[src/rtl/nand_ecc_pkg.sv]
package nand_ecc_pkg;
  localparam int unsigned BYTE_W = 8;
  localparam int unsigned CP_W   = 6;

  // Column parity groups of one byte: alternate bits, alternate pairs, nibbles.
  function automatic logic [CP_W-1:0] col_par(input logic [BYTE_W-1:0] b);
    logic [CP_W-1:0] r;
    r[0] = b[0] ^ b[2] ^ b[4] ^ b[6];
    r[1] = b[1] ^ b[3] ^ b[5] ^ b[7];
    r[2] = b[0] ^ b[1] ^ b[4] ^ b[5];
    r[3] = b[2] ^ b[3] ^ b[6] ^ b[7];
    r[4] = ^b[3:0];
    r[5] = ^b[7:4];
    return r;
  endfunction
endpackage

[src/rtl/ecc_rst_sync.sv]
module ecc_rst_sync (
  input  logic clk,
  input  logic rst_n,
  output logic rst_n_sync
);
  logic [1:0] stage_q;

  always_ff @(posedge clk or negedge rst_n) begin
    if (!rst_n) stage_q <= 2'b00;
    else        stage_q <= {stage_q[0], 1'b1};
  end

  assign rst_n_sync = stage_q[1];
endmodule

[src/rtl/ecc_half_acc.sv]
module ecc_half_acc
  import nand_ecc_pkg::*;
#(
  parameter int unsigned IDX_W = 8,
  localparam int unsigned LP_W = 2 * IDX_W
) (
  input  logic              clk,
  input  logic              rst_n,
  input  logic              clr_i,
  input  logic              en_i,
  input  logic [IDX_W-1:0]  idx_i,
  input  logic [BYTE_W-1:0] byte_i,
  output logic [LP_W-1:0]   lp_o,
  output logic [CP_W-1:0]   cp_o
);
  logic [LP_W-1:0] lp_q, lp_d;
  logic [CP_W-1:0] cp_q, cp_d;
  logic            byte_par;

  assign byte_par = ^byte_i;

  always_comb begin
    lp_d = lp_q;
    cp_d = cp_q;
    if (clr_i) begin
      lp_d = '0;
      cp_d = '0;
    end else if (en_i) begin
      for (int k = 0; k < IDX_W; k++) begin
        if (idx_i[k]) lp_d[2*k+1] = lp_q[2*k+1] ^ byte_par;
        else          lp_d[2*k]   = lp_q[2*k]   ^ byte_par;
      end
      cp_d = cp_q ^ col_par(byte_i);
    end
  end

  always_ff @(posedge clk or negedge rst_n) begin
    if (!rst_n) begin
      lp_q <= '0;
      cp_q <= '0;
    end else if (clr_i || en_i) begin
      lp_q <= lp_d;
      cp_q <= cp_d;
    end
  end

  assign lp_o = lp_q;
  assign cp_o = cp_q;
endmodule

[src/rtl/ecc_rd_ptr.sv]
module ecc_rd_ptr #(
  parameter int unsigned N_SLOTS = 6,
  localparam int unsigned PTR_W = $clog2(N_SLOTS)
) (
  input  logic             clk,
  input  logic             rst_n,
  input  logic             clr_i,
  input  logic             adv_i,
  output logic [PTR_W-1:0] ptr_o
);
  logic [PTR_W-1:0] ptr_q, ptr_d;

  always_comb begin
    ptr_d = ptr_q;
    if (clr_i)                                ptr_d = '0;
    else if (adv_i && ptr_q == PTR_W'(N_SLOTS-1)) ptr_d = '0;
    else if (adv_i)                           ptr_d = ptr_q + 1'b1;
  end

  always_ff @(posedge clk or negedge rst_n) begin
    if (!rst_n)              ptr_q <= '0;
    else if (clr_i || adv_i) ptr_q <= ptr_d;
  end

  assign ptr_o = ptr_q;
endmodule

[src/rtl/nand_page_ecc.sv]
module nand_page_ecc
  import nand_ecc_pkg::*;
#(
  parameter int unsigned HALF_BYTES = 256,
  parameter int unsigned HALVES     = 2
) (
  input  logic              clk,
  input  logic              rst_n,
  input  logic              clr_i,
  input  logic              byte_vld_i,
  input  logic [BYTE_W-1:0] byte_i,
  input  logic              rd_adv_i,
  output logic [BYTE_W-1:0] ecc_byte_o
);
  localparam int unsigned IDX_W    = $clog2(HALF_BYTES);
  localparam int unsigned LP_W     = 2 * IDX_W;
  localparam int unsigned LP_BYTES = LP_W / BYTE_W;
  localparam int unsigned SPH      = LP_BYTES + 1;
  localparam int unsigned N_SLOTS  = HALVES * SPH;
  localparam int unsigned PTR_W    = $clog2(N_SLOTS);
  localparam int unsigned CNT_W    = $clog2(HALF_BYTES * HALVES);
  localparam int unsigned HSEL_W   = CNT_W - IDX_W;

  logic              rst_n_s;
  logic [CNT_W-1:0]  byte_cnt, byte_cnt_d;
  logic [PTR_W-1:0]  rd_ptr;
  logic [LP_W-1:0]   lp_w [HALVES];
  logic [CP_W-1:0]   cp_w [HALVES];
  logic [BYTE_W-1:0] slot [N_SLOTS];

  ecc_rst_sync u_rst (
    .clk        (clk),
    .rst_n      (rst_n),
    .rst_n_sync (rst_n_s)
  );

  // Position of the next byte within the page; wraps at the page size.
  always_comb begin
    byte_cnt_d = byte_cnt;
    if (clr_i)           byte_cnt_d = '0;
    else if (byte_vld_i) byte_cnt_d = byte_cnt + 1'b1;
  end

  always_ff @(posedge clk or negedge rst_n_s) begin
    if (!rst_n_s)                 byte_cnt <= '0;
    else if (clr_i || byte_vld_i) byte_cnt <= byte_cnt_d;
  end

  generate
    for (genvar h = 0; h < HALVES; h++) begin : g_half
      logic en_h;
      assign en_h = byte_vld_i && (byte_cnt[CNT_W-1:IDX_W] == HSEL_W'(h));

      ecc_half_acc #(.IDX_W(IDX_W)) u_acc (
        .clk    (clk),
        .rst_n  (rst_n_s),
        .clr_i  (clr_i),
        .en_i   (en_h),
        .idx_i  (byte_cnt[IDX_W-1:0]),
        .byte_i (byte_i),
        .lp_o   (lp_w[h]),
        .cp_o   (cp_w[h])
      );

      for (genvar b = 0; b < LP_BYTES; b++) begin : g_lp_slot
        assign slot[h*SPH + b] = lp_w[h][b*BYTE_W +: BYTE_W];
      end
      assign slot[h*SPH + LP_BYTES] = {cp_w[h], 2'b11};
    end
  endgenerate

  ecc_rd_ptr #(.N_SLOTS(N_SLOTS)) u_ptr (
    .clk   (clk),
    .rst_n (rst_n_s),
    .clr_i (clr_i),
    .adv_i (rd_adv_i),
    .ptr_o (rd_ptr)
  );

  always_comb begin
    ecc_byte_o = '0;
    for (int i = 0; i < N_SLOTS; i++) begin
      if (rd_ptr == PTR_W'(i)) ecc_byte_o = slot[i];
    end
  end
endmodule

[config.mk]
export PLATFORM = sky130hd
export DESIGN_NAME = nand_page_ecc
export DESIGN_NICKNAME = d
export VERILOG_FILES = /design/src/rtl/nand_ecc_pkg.sv /design/src/rtl/ecc_rst_sync.sv /design/src/rtl/ecc_half_acc.sv /design/src/rtl/ecc_rd_ptr.sv /design/src/rtl/nand_page_ecc.sv
export SDC_FILE = /design/constraint.sdc
export NUM_CORES = 1
export LEC_CHECK = 0
export ABC_AREA = 1
export CAP_MARGIN = 20
export CELL_PAD_IN_SITES_DETAIL_PLACEMENT = 1
export CELL_PAD_IN_SITES_GLOBAL_PLACEMENT = 1
export CORE_AREA = 2 2 97 99
export CTS_BUF_LIST = sky130_fd_sc_hd__clkbuf_16
export DETAILED_ROUTE_END_ITERATION = 10
export DIE_AREA = 0 0 99 101
export DONT_BUFFER_PORTS = 1
export PLACE_DENSITY_LB_ADDON = 0.1
export SYNTH_ARGS = -nofsm -noshare
export SYNTH_HDL_FRONTEND = slang
export SYNTH_SLANG_ARGS = --single-unit
[constraint.sdc]
create_clock -name clk -period 2.2 [get_ports clk]
set_clock_uncertainty 0.1 [all_clocks]
set_input_delay 0.33 -clock clk [delete_from_list [all_inputs] [get_ports clk]]
set_output_delay 0.33 -clock clk [all_outputs]
set_load 0.005 [all_outputs]
# Yosys cells after proc, flatten, opt, wreduce, memory -nomap -nowiden

Cells that the tools add are included.

Muxes and demuxes: 51
Bitwise gates (word level): 47
Order comparisons: 0
Reductions and logical operators: 59
Multipliers: 0
Div/mod/pow operators: 0
Add/subtract/negate cells: 2
Shift operators: 0
Equality and inequality tests: 13

Operators by type and width:

| operator                                            | count |
|---|---|
| AND reduction 3 bit                                 | 32 |
| two-way mux 16 bit                                  | 4 |
| two-way mux 8 bit                                   | 6 |
| XOR 1 bit                                           | 44 |
| two-way mux 1 bit                                   | 32 |
| two-way mux 6 bit                                   | 4 |
| nonzero test 2 bit                                  | 11 |
| two-way mux 9 bit                                   | 2 |
| inequality test 2 bit, second input constant        | 8 |
| XOR 6 bit                                           | 2 |
| adder 9 x 1 -> 9 bit, second input constant         | 1 |
| two-way mux 3 bit                                   | 3 |
| AND reduction 2 bit                                 | 4 |
| parity 4 bit                                        | 2 |
| parity 8 bit                                        | 1 |
| equality test 3 x 2 -> 1 bit, second input constant | 2 |
| equality test 3 bit, second input constant          | 2 |
| logical OR 1 bit                                    | 4 |
| adder 3 x 1 -> 3 bit, second input constant         | 1 |
| equality test 3 x 1 -> 1 bit, second input constant | 1 |
| logical AND 1 bit                                   | 3 |
| logical NOT 3 bit                                   | 1 |
| nonzero test 3 bit                                  | 1 |
| NOT 1 bit                                           | 1 |

Bits in latches: 0
Bits in read-only memories: 0
Output and inout port bits: 8
Memories kept: 0
Word-level logic and storage cells: 209
Bits in registers: 58
Input port bits: 13
Memory bits (writable): 0

# Logic depth before layout (Yosys ltp)

Gate-level depths: netlist of run 1.

Depth in word-level cells: 7
Depth in mapped cells: 11
Mapped depth without buffers: 11

# By module

Synthesis of run 1 repeated with hierarchy kept, for this count alone.

Cells, all modules: 692
Area total of the unflattened synthesis: 4,548.1 sq um

By module, submodules not included:

| module        | seq. area each (sq um) | instances | cells an instance | area each (sq um) |
|---|---|---|---|---|
| ecc_half_acc  | 550.5                  | 2         | 249               | 1,666.6 |
| nand_page_ecc | 225.2                  | 1         | 170               | 987.2 |
| ecc_rd_ptr    | 75.1                   | 1         | 21                | 173.9 |
| ecc_rst_sync  | 50.0                   | 1         | 3                 | 53.8 |

# Worst setup path before layout of run 1

Ideal clock, no wire load.

Path type: flip-flop to output port
Start: register u_ptr.ptr_q[0] (netlist: u_ptr.ptr_o[0])
End: output ecc_byte_o[4]
Arrival time: 1,396 ps
Stages on the path, launching flop included: 11
Data required time: 1,770 ps
Buffers on the path: 1
Path slack: 374 ps
Cells stage by stage: dfrtp_1 > ha_1 > ha_1 > clkbuf_1 > nand2_1 > o21ai_0 > nand2_1 > nand2_1 > nand2_1 > nand2_1 > o21ai_1

Word-level cells in the longest chain between the ends: 7
Elaborated cells on any way between the ends: 12
Those cells by class: 5 x eq/ne; 6 x mux; 1 x reduce/logical

Ends and longest elaborated chain:

| item                            | RTL line            | source |
|---|---|---|
| from (decl)                     | ecc_rd_ptr.sv:11    | `logic [PTR_W-1:0] ptr_q, ptr_d;` |
| from (signal assigned)          | ecc_rd_ptr.sv:22    | `else if (clr_i \|\| adv_i) ptr_q <= ptr_d;` |
| logical NOT 3 bit               | nand_page_ecc.sv:83 | `if (rd_ptr == PTR_W'(i)) ecc_byte_o = slot[i];` |
| two-way mux 8 bit (5 in series) | nand_page_ecc.sv:83 |  |
| two-way mux 8 bit *             | nand_page_ecc.sv:83 |  |
| to (decl)                       | nand_page_ecc.sv:13 | `output logic [BYTE_W-1:0] ecc_byte_o` |

Mark *: on every way between the ends. The rest lies on a longest branch, timed or not.

# Worst setup path in the final report of run 1

Start: register u_ptr.ptr_q[0] (netlist: u_ptr.ptr_o[0])
End: output ecc_byte_o[5]

Same word-level chain as after synthesis.

==> results.py, run 1 <==
metrics = {
    "synthesis": {
        "ys_seq_elements": 58,
        "synth.cell_area_sq_um": 4020,
        "syn_nets": 624,
        "yosys-top-cells-area": "dfrtp_1 36%, nand2_1 15%, nand3_1 12%",
        "synth_area_per_cell_sq_um": 6.65,
        "yosysTopAreaCell": "dfrtp_1",
        "synth_top_area_share_pct": 36.1,
        "ys.warnings.count": 0,
        "ys_seq_area_share_pct": 36.1,
        "syn_inst": 605,
        "synth_cell_types": 32,
    },
    "cells_and_area": {
        "regArea_sq_um": 1450,
        "syn_to_final_growth_pct": 13.1,
        "final_layout_size_suffix_gt1_share_pct": 12.8,
        "final_common_cell": "nand2_1",
        "finalNetCount": 629,
        "fill_cells": 1166,
        "antenna_cells": 0,
        "final_cell_mix": "161 x nand2_1, 93 x inv_1, 92 x nand3_1",
        "multi_input_area_sq_um": 2090,
    },
    "floorplanning": {
        "floorplan.initialDensity_pct": 44.8,
        "pin_count": 21,
        "std_cell_rows": 35,
        "die_area_sq_um": 10000,
        "fp.dieW_um": 99,
        "core_area_sq_um": 8980,
        "die_y_um": 101,
    },
    "setup_path": {
        "worst_setup_path_end_kind": "output port",
        "crit_type": "flop to output port",
        "regToRegEndpoint": "byte_cnt[8]",
        "worst_setup_path_start_kind": "flop",
        "cp_slowest_stage_delay_ns": 0.40,
        "required_ns": 1.77,
        "reg2regPathDepth": 8,
        "r2r-start": "byte_cnt[0]",
        "path_max_fanout": 11,
        "r2r_slack_ns": 0.31,
        "crit_arrival_ns": 1.74,
        "cpMaxStageDelayCell": "dfrtp_1",
        "path_common_cell": "nand2_1",
        "cp_cell_sequence": "ha_1, ha_4, o21ai_0, nand2_1, nand2_1, nand2_1, nand2_1, nand2_1",
    },
    "route": {
        "num_vias": 3914,
        "drt_iter0_drc": 117,
        "post_drt_wl_per_cell_um": 17.2,
        "first_pass_iters": 4,
        "ant_nets": 0,
        "route.detailed.drc": 0,
        "viasPerCell": 5.39,
        "wl_um": 12500,
    },
    "power": {
        "power.total_mw": 3.34,
        "irDropWorstVdd_v": 0.000333,
        "pwr_density_cell_nw_per_um2": 733,
        "p_leak_nw": 2.42,
    },
    "global_route": {
        "antenna_found_initial": 0,
        "grt_max_degree": 40,
        "grtUsageTotal_pct": 26.2,
        "grt_pass1_vias": 4118,
        "gr-total-overflow": 0,
        "grt_pass1_wl_um": 20500,
    },
    "timing": {
        "rsz0062_at_grt": "true",
        "max_freq_ghz": 0.460,
        "finalHoldViolCount": 0,
        "post-route-min-period_ns": 2.17,
        "drv_slew": 0,
        "period_share_pct": 98.7,
        "tightest_slew_ns": 0.607,
        "layout_setup_ws_ns": 0.0279,
        "hold_slack_ns": 0.0270,
        "slew_headroom_pct": 59.5,
        "setup_viol": 0,
    },
    "cts": {
        "worst_skew_pair.late_latency_ns": 0.34,
        "cts_buffers": 9,
        "root_buffer": "clkbuf_16",
        "clk_pin_slew_ns": 0.06,
        "cts_tree": "yes",
        "cts.sinks": 58,
        "clockBufferDepth": 2,
        "cts_max_level": 3,
    },
    "status": {
        "status": "finished, final reports clean",
    },
    "place": {
        "place_ws_ns": 0.147,
        "post-dp-hpwl_um": 8980,
        "place_congestion": 0.831,
        "numPortBuffers": 0,
    },
    "min_path": {
        "hold_path_class": "input pin to flop",
        "min_path_cells": 2,
        "holdPathEnd": "byte_cnt[0]",
        "min_from": "byte_vld_i",
    },
    "run": {
        "maxCapViolCount": 0,
    },
}
## critical path: cells and delay by family, from the launching register on
family / cells / cell delay [ns]
AOI/OAI and AO/OA: 1 / 0.22
adders and majority gates: 2 / 0.45
DFF: 1 / 0.40
and+or+nand+nor: 5 / 0.34
## what timing repair did
item	CTS	global route
hold endpoints to repair	5	0
hold buffers	2	0
gates resized for setup	18	10
pin swaps	4	5
buffers inserted	1	0
setup endpoints to repair	8	8
## cell families (layout without fill, tap and decap cells)
family          Yosys count  after routing  synth area share [%]
fa+ha+maj                 6              6                  1.87
compound gates           77             77                  11.7
xor+xnor                  7              7                  1.52
mux                       1              1                 0.249
flops                    58             58                  36.1
other cells               1              1                0.0933
buf+inv                 128            138                  13.7
simple gates            327            327                  34.8
## cell usage after synthesis
library cell / n
xnor2_1: 5
buf_4: 6
o21ai_0: 19
nor2_2: 1
nor3_2: 1
o211ai_1: 5
nand2_4: 2
inv_2: 6
a21oi_4: 1
nor2_1: 55
ha_1: 6
xor2_1: 2
buf_6: 5
buf_1: 1
mux2i_1: 1
nand4_1: 1
o21ai_2: 15
nand2_2: 4
o22ai_1: 2
o21ai_1: 13
inv_1: 98
a21oi_1: 21
a211oi_1: 1
nor2_4: 1
buf_2: 8
nand3_1: 93
dfrtp_1: 58
or2_2: 2
clkbuf_1: 4
nor3_1: 5
conb_1: 1
nand2_1: 162
## final cells by class
| cell class | instances | area share, % |
|---|---|---|
| clock buffers | 9 | 4.95 |
| clock inverters | 7 | 1.35 |
| inverters | 104 | 8.75 |
| multi-input cells | 419 | 46.0 |
| flip-flops and latches | 58 | 32.0 |
| well taps | 111 | 3.05 |
| repair buffers | 18 | 3.91 |
## where the power goes
group	internal (mW)	switching (mW)	total, mW
Clock	0.862	0.521	1.38
Combinational	0.246	0.465	0.711
Sequential	1.15	0.0871	1.24
Total	2.26	1.07	3.34
## through the flow
| stage | util, % | instances | area, sq um | setup TNS (ns) |
|---|---|---|---|---|
| 6_report | 50.6 | 726 | 4550 | 0 |
| 5_1_grt | 50.6 | 726 | 4550 | -0.294 |
| 4_1_cts | 50.5 | 726 | 4530 | 0 |
| 3_5_place_dp | 46.2 | 707 | 4150 | 0 |
| 3_3_place_gp | 46.2 | 707 | 4150 | 0 |
| 2_1_floorplan | - | 605 | 4020 | 0 |
## how the worst max path moves through the flow
| stage | startpoint | endpoint | slack (ns) | cells past startpoint |
|---|---|---|---|---|
| after detailed placement | u_ptr.ptr_o[1] | ecc_byte_o[1] | 0.15 | 8 |
| after global routing | u_ptr.ptr_o[1] | ecc_byte_o[7] | -0.06 | 10 |
| after floorplan | u_rst.stage_q[1] | byte_cnt[0] | 0.37 | 0 |
| after global placement | u_ptr.ptr_o[0] | ecc_byte_o[4] | 0.21 | 9 |
| final | u_ptr.ptr_o[0] | ecc_byte_o[5] | 0.03 | 8 |
| after CTS | u_ptr.ptr_o[0] | ecc_byte_o[1] | 0.005 | 8 |
## sequential cells by signal (all words and copies together), names as in the netlist
register           flops
u_rst.stage_q          2
g_half.u_acc.lp_o     32
g_half.u_acc.cp_o     12
u_ptr.ptr_o            3
byte_cnt               9
## per-layer routing
layer,track usage (%),wire length (um),vias to the layer above
met3,4.92,559,26
met2,46.2,6290,71
met5,0,0,-
met4,10.1,266,0
met1,31.8,5350,1912
li1,-,-,1905
No activity file was read; power rests on OpenSTA's default activity.
==> run 2: changes to the inputs <==
Settings changed: CORE_AREA 2 2 97 99 to 2 2 93 95, DIE_AREA 0 0 99 101 to 0 0 95 97.
Clock period 2.2 ns to 2.6 ns, I/O delays scaled along.
==> results.py, run 2 (same netlist as run 1, synthesis figures left out) <==
metrics = {
    "global_route": {
        "grt_max_degree": 34,
        "grt_pass1_wl_um": 20500,
        "grt_pass1_vias": 4219,
        "grtUsageTotal_pct": 28.4,
        "gr-total-overflow": 0,
        "antenna_found_initial": 0,
    },
    "place": {
        "place_congestion": 0.909,
        "numPortBuffers": 0,
        "placedInstanceArea_sq_um": 4100,
        "place_ws_ns": 0.432,
        "post-dp-hpwl_um": 8770,
    },
    "setup_path": {
        "cp_slowest_stage_delay_ns": 0.42,
        "critical_path.top_delay_family": "adder cells",
        "worst_setup_path_end_kind": "output port",
        "path_max_fanout": 11,
        "worst-path-buf-inv": 1,
        "path_common_cell": "nand2_1",
        "crit_arrival_ns": 1.94,
        "worst_setup_path_start_kind": "flop",
        "required_ns": 2.11,
        "cp_cell_sequence": "ha_1, ha_1, nor2_4, inv_1, nand2_1, nand2_1, nand2_1, nand2_1, o21ai_1",
        "crit_type": "flop to output port",
        "cpMaxStageDelayCell": "dfrtp_1",
    },
    "route": {
        "drt_iter0_drc": 164,
        "num_vias": 3873,
        "route.detailed.drc": 0,
        "ant_nets": 0,
        "wl_um": 12000,
        "first_pass_iters": 4,
        "post_drt_wl_per_cell_um": 16.8,
        "viasPerCell": 5.42,
    },
    "cts": {
        "cts_max_level": 3,
        "clk_pin_slew_ns": 0.05,
        "worst_skew_pair.late_latency_ns": 0.33,
        "clockBufferDepth": 2,
        "cts_tree": "yes",
        "cts_buffers": 9,
        "post_cts_buffers": 0,
        "root_buffer": "clkbuf_16",
        "cts.sinks": 58,
    },
    "cells_and_area": {
        "multi_input_area_sq_um": 2030,
        "fin_area_sq_um": 4380,
        "final_cell_mix": "162 x nand2_1, 99 x inv_1, 93 x nand3_1",
        "final_common_cell": "nand2_1",
        "fill_cells": 1099,
        "largest_reg_flops": 32,
        "finalNetCount": 623,
        "final_layout_size_suffix_gt1_share_pct": 9.52,
        "antenna_cells": 0,
        "syn_to_final_growth_pct": 8.81,
        "regArea_sq_um": 1450,
    },
    "floorplanning": {
        "die_y_um": 97,
        "die_area_sq_um": 9220,
        "fp.dieW_um": 95,
        "core_area_sq_um": 8130,
        "std_cell_rows": 33,
        "floorplan.initialDensity_pct": 49.4,
        "pin_count": 21,
    },
    "timing": {
        "layout_setup_ws_ns": 0.167,
        "post-route-min-period_ns": 2.43,
        "rsz0062_at_grt": "false",
        "setup_viol": 0,
        "hold_slack_ns": 0.0200,
        "tightest_slew_ns": 0.663,
        "period_share_pct": 93.6,
        "drv_slew": 0,
        "slew_headroom_pct": 55.7,
        "finalHoldViolCount": 0,
        "fin_tns_setup_ns": 0,
        "max_freq_ghz": 0.411,
    },
    "run": {
        "maxCapViolCount": 0,
    },
    "power": {
        "p_leak_nw": 2.37,
        "irDropWorstVdd_v": 0.000276,
        "pwr_density_cell_nw_per_um2": 606,
        "power.total_mw": 2.65,
    },
    "status": {
        "status": "finished, final reports clean",
    },
    "min_path": {
        "hold_path_class": "input pin to flop",
    },
}
run 2: changes by cell type in the layout (fill, tap and decap cells not counted), moves of 3 or more:
cell	delta
inv_1	+6
buf_4	-4
inv_2	-4
ha_1	+3
ha_4	-3
o21ai_0	+3
run 2: final timing paths:
path | slack [ns] | start | to | depth (start not counted)
worst max-delay path | 0.17 | u_ptr.ptr_o[0] | ecc_byte_o[4] | 9
worst min-delay path | 0.02 | clr_i | byte_cnt[1] | 1
worst max register to register | 0.82 | byte_cnt[1] | byte_cnt[8] | 8
worst min register to register | 0.17 | u_rst.stage_q[1] | g_half[1].u_acc.lp_o[4] | 0
max in group asynchronous | 1.63 | u_rst.stage_q[1] | g_half[0].u_acc.lp_o[13] | 1
min in group asynchronous | 0.17 | u_rst.stage_q[1] | g_half[1].u_acc.lp_o[4] | 0
run 2: layout make-up:
class,count,area share [%]
clock buffer,9,5.15
clock inverter,7,0.658
inverter,104,8.92
multi-input combinational,419,46.4
sequential,58,33.2
tap,105,3.00
timing repair buffer,12,2.69
run 2: what timing repair did:
item                       in CTS  in global routing
hold endpoints to repair        2                  0
gates resized for setup         0                  3
hold buffers                    1                  0
setup endpoints to repair       0                  8
run 2: per-layer routing:
layer	global-route usage [%]	share of wire [%]	routed length, um
met1	36.9	45	5370
met2	47.4	50	5980
met3	5.37	3.5	424
met4	8.92	1.7	199
met5	0	0	0
run 2: worst register-to-register path, delay by kind of cell (launching register included):
kind                       cells  cell delay (ns)
adders and majority gates      1             0.22
DFF                            1             0.49
and+or+nand+nor                7             0.85
run 2: metrics by stage:
stage,cells,utilization (%)
CTS,714,53.7
detailed placement,697,50.4
global placement,697,50.4
finish,714,53.8
floorplan,605,-
global route,714,53.8
run 2: report_power, final:
group	total [mW]	switching (mW)	internal [mW]
Sequential	1.05	0.0766	0.976
Combinational	0.559	0.374	0.185
Clock	1.04	0.417	0.623
==> run 3: changes to the inputs <==
Settings changed: SETUP_SLACK_MARGIN set to 0.2.
==> results.py, run 3 (same netlist as run 1, synthesis figures left out) <==
metrics = {
    "power": {
        "p_leak_nw": 2.40,
        "clkPwrFrac_pct": 38.8,
        "irDropWorstVdd_v": 0.000254,
        "p_comb_share_pct": 21.8,
        "swShare_pct": 32.8,
        "intPower_mw": 1.80,
        "p_sw_uw": 878,
        "p_seq_share_pct": 39.4,
        "pwr_density_cell_nw_per_um2": 597,
        "power.total_mw": 2.68,
    },
    "timing": {
        "drv_slew": 0,
        "max_freq_ghz": 0.418,
        "fin_tns_setup_ns": 0,
        "tightest_slew_ns": 0.688,
        "slew_headroom_pct": 54.0,
        "rsz0062_at_grt": "true",
        "post-route-min-period_ns": 2.39,
        "finalHoldViolCount": 0,
        "setup_viol": 0,
        "period_share_pct": 92.0,
        "hold_slack_ns": 0.0203,
    },
    "global_route": {
        "gr-total-overflow": 0,
        "grtUsageTotal_pct": 28.4,
        "grt_max_degree": 34,
        "antenna_found_initial": 0,
        "grt_pass1_wl_um": 20500,
        "grt_pass1_vias": 4218,
    },
    "cells_and_area": {
        "fill_cells": 1096,
        "finalNetCount": 629,
        "syn_to_final_growth_pct": 11.4,
        "post-route-util_pct": 55.1,
        "final_layout_size_suffix_gt1_share_pct": 12.4,
        "final_cell_mix": "160 x nand2_1, 95 x inv_1, 92 x nand3_1",
        "final_common_cell": "nand2_1",
        "largest_reg_flops": 32,
        "antenna_cells": 0,
    },
    "setup_path": {
        "required_ns": 2.11,
        "cp_cell_sequence": "ha_1, ha_2, o21ai_0, nand2_1, nand2_1, nand2_1, nand2_1, nand2_1",
        "reg2regPathDepth": 8,
        "worst-path-buf-inv": 0,
        "path_max_fanout": 11,
        "r2r_slack_ns": 0.76,
        "worst_setup_path_start_kind": "flop",
        "worst_setup_path_end_kind": "output port",
        "cpMaxStageDelayCell": "dfrtp_2",
        "path_common_cell": "nand2_1",
        "critical_path.top_delay_family": "adder cells",
        "cp_slowest_stage_delay_ns": 0.45,
        "crit_arrival_ns": 1.90,
        "regToRegEndpoint": "byte_cnt[8]",
        "crit_type": "flop to output port",
        "r2r-start": "byte_cnt[1]",
    },
    "cts": {
        "worst_skew_pair.late_latency_ns": 0.33,
        "clk_pin_slew_ns": 0.05,
        "cts.sinks": 58,
        "root_buffer": "clkbuf_16",
        "cts_max_level": 3,
        "cts_tree": "yes",
        "clockBufferDepth": 2,
        "cts_buffers": 9,
    },
    "route": {
        "drt_iter0_drc": 179,
        "viasPerCell": 5.50,
        "post_drt_wl_per_cell_um": 17.1,
        "wl_um": 12300,
        "ant_nets": 0,
        "num_vias": 3961,
        "route.detailed.drc": 0,
        "first_pass_iters": 4,
    },
    "min_path": {
        "hold_path_class": "input pin to flop",
        "min_path_cells": 1,
        "min_from": "clr_i",
        "holdPathEnd": "byte_cnt[1]",
    },
    "floorplanning": {
        "core_area_sq_um": 8130,
        "std_cell_rows": 33,
        "die_y_um": 97,
        "pin_count": 21,
        "die_area_sq_um": 9220,
        "floorplan.initialDensity_pct": 49.4,
        "fp.dieW_um": 95,
    },
    "status": {
        "status": "finished, final reports clean",
    },
    "place": {
        "post-dp-hpwl_um": 8770,
        "place_congestion": 0.909,
        "numPortBuffers": 0,
    },
    "run": {
        "maxCapViolCount": 0,
    },
}
[run 3: cell types whose count changed in the layout (fill, tap and decap cells not counted), sizes merged]
cell,previous run,this run
buf,11,16
clkbuf,9,10
clkinvlp,0,1
inv,105,104
[run 3: cell type report]
class	count	area (sq um)	share of cell area [%]
clock buffer	9	225	5.03
clock inverter	7	28.8	0.642
inverter	104	402	8.97
multi-input combinational	419	2080	46.4
sequential	58	1460	32.5
tap	105	131	2.93
timing repair buffer	18	160	3.58
[run 3: power by group through the flow]
| stage | Clock [mW] | Sequential [mW] | Combinational [mW] |
|---|---|---|---|
| after global placement | 0 | 1.06 | 0.521 |
| after detailed placement | 0 | 1.07 | 0.553 |
| after floorplan | 0 | 1.04 | 0.433 |
| after CTS | 1.04 | 1.05 | 0.568 |
| final | 1.04 | 1.05 | 0.584 |
| after global routing | 1.09 | 1.06 | 0.666 |
[run 3: worst max path at each step]
stage,startpoint,to,slack (ns),depth (start not counted)
final,u_ptr.ptr_o[0],ecc_byte_o[5],0.21,8
after global routing,u_ptr.ptr_o[2],ecc_byte_o[0],0.15,5
after CTS,u_ptr.ptr_o[0],ecc_byte_o[4],0.21,11
after detailed placement,u_ptr.ptr_o[0],ecc_byte_o[4],0.43,10
after global placement,u_ptr.ptr_o[0],ecc_byte_o[4],0.56,10
after floorplan,u_ptr.ptr_o[0],ecc_byte_o[4],0.71,10
[run 3: repair_timing]
item / CTS / global route
pin swaps: 0 / 5
setup endpoints to repair: 8 / 8
hold buffers: 1 / 0
buffers inserted: 0 / 6
gates resized for setup: 6 / 16
endpoints found under the hold margin: 2 / 0
[run 3: metal layers]
layer | up-vias | share of wire (%) | GRT usage (%)
met4 | 0 | 1.8 | 8.92
met5 | - | 0 | 0
met3 | 24 | 3.4 | 5.37
met2 | 72 | 51 | 47.5
li1 | 1905 | - | -
met1 | 1960 | 44 | 36.9
[run 3: through the flow]
stage | cells | worst slack (ns) | instance area, sq um
global placement | 697 | 0.564 | 4100
finish | 720 | 0.208 | 4480
detailed placement | 697 | 0.432 | 4100
CTS | 714 | 0.214 | 4390
global route | 720 | 0.148 | 4480
floorplan | 605 | 0.714 | 4020
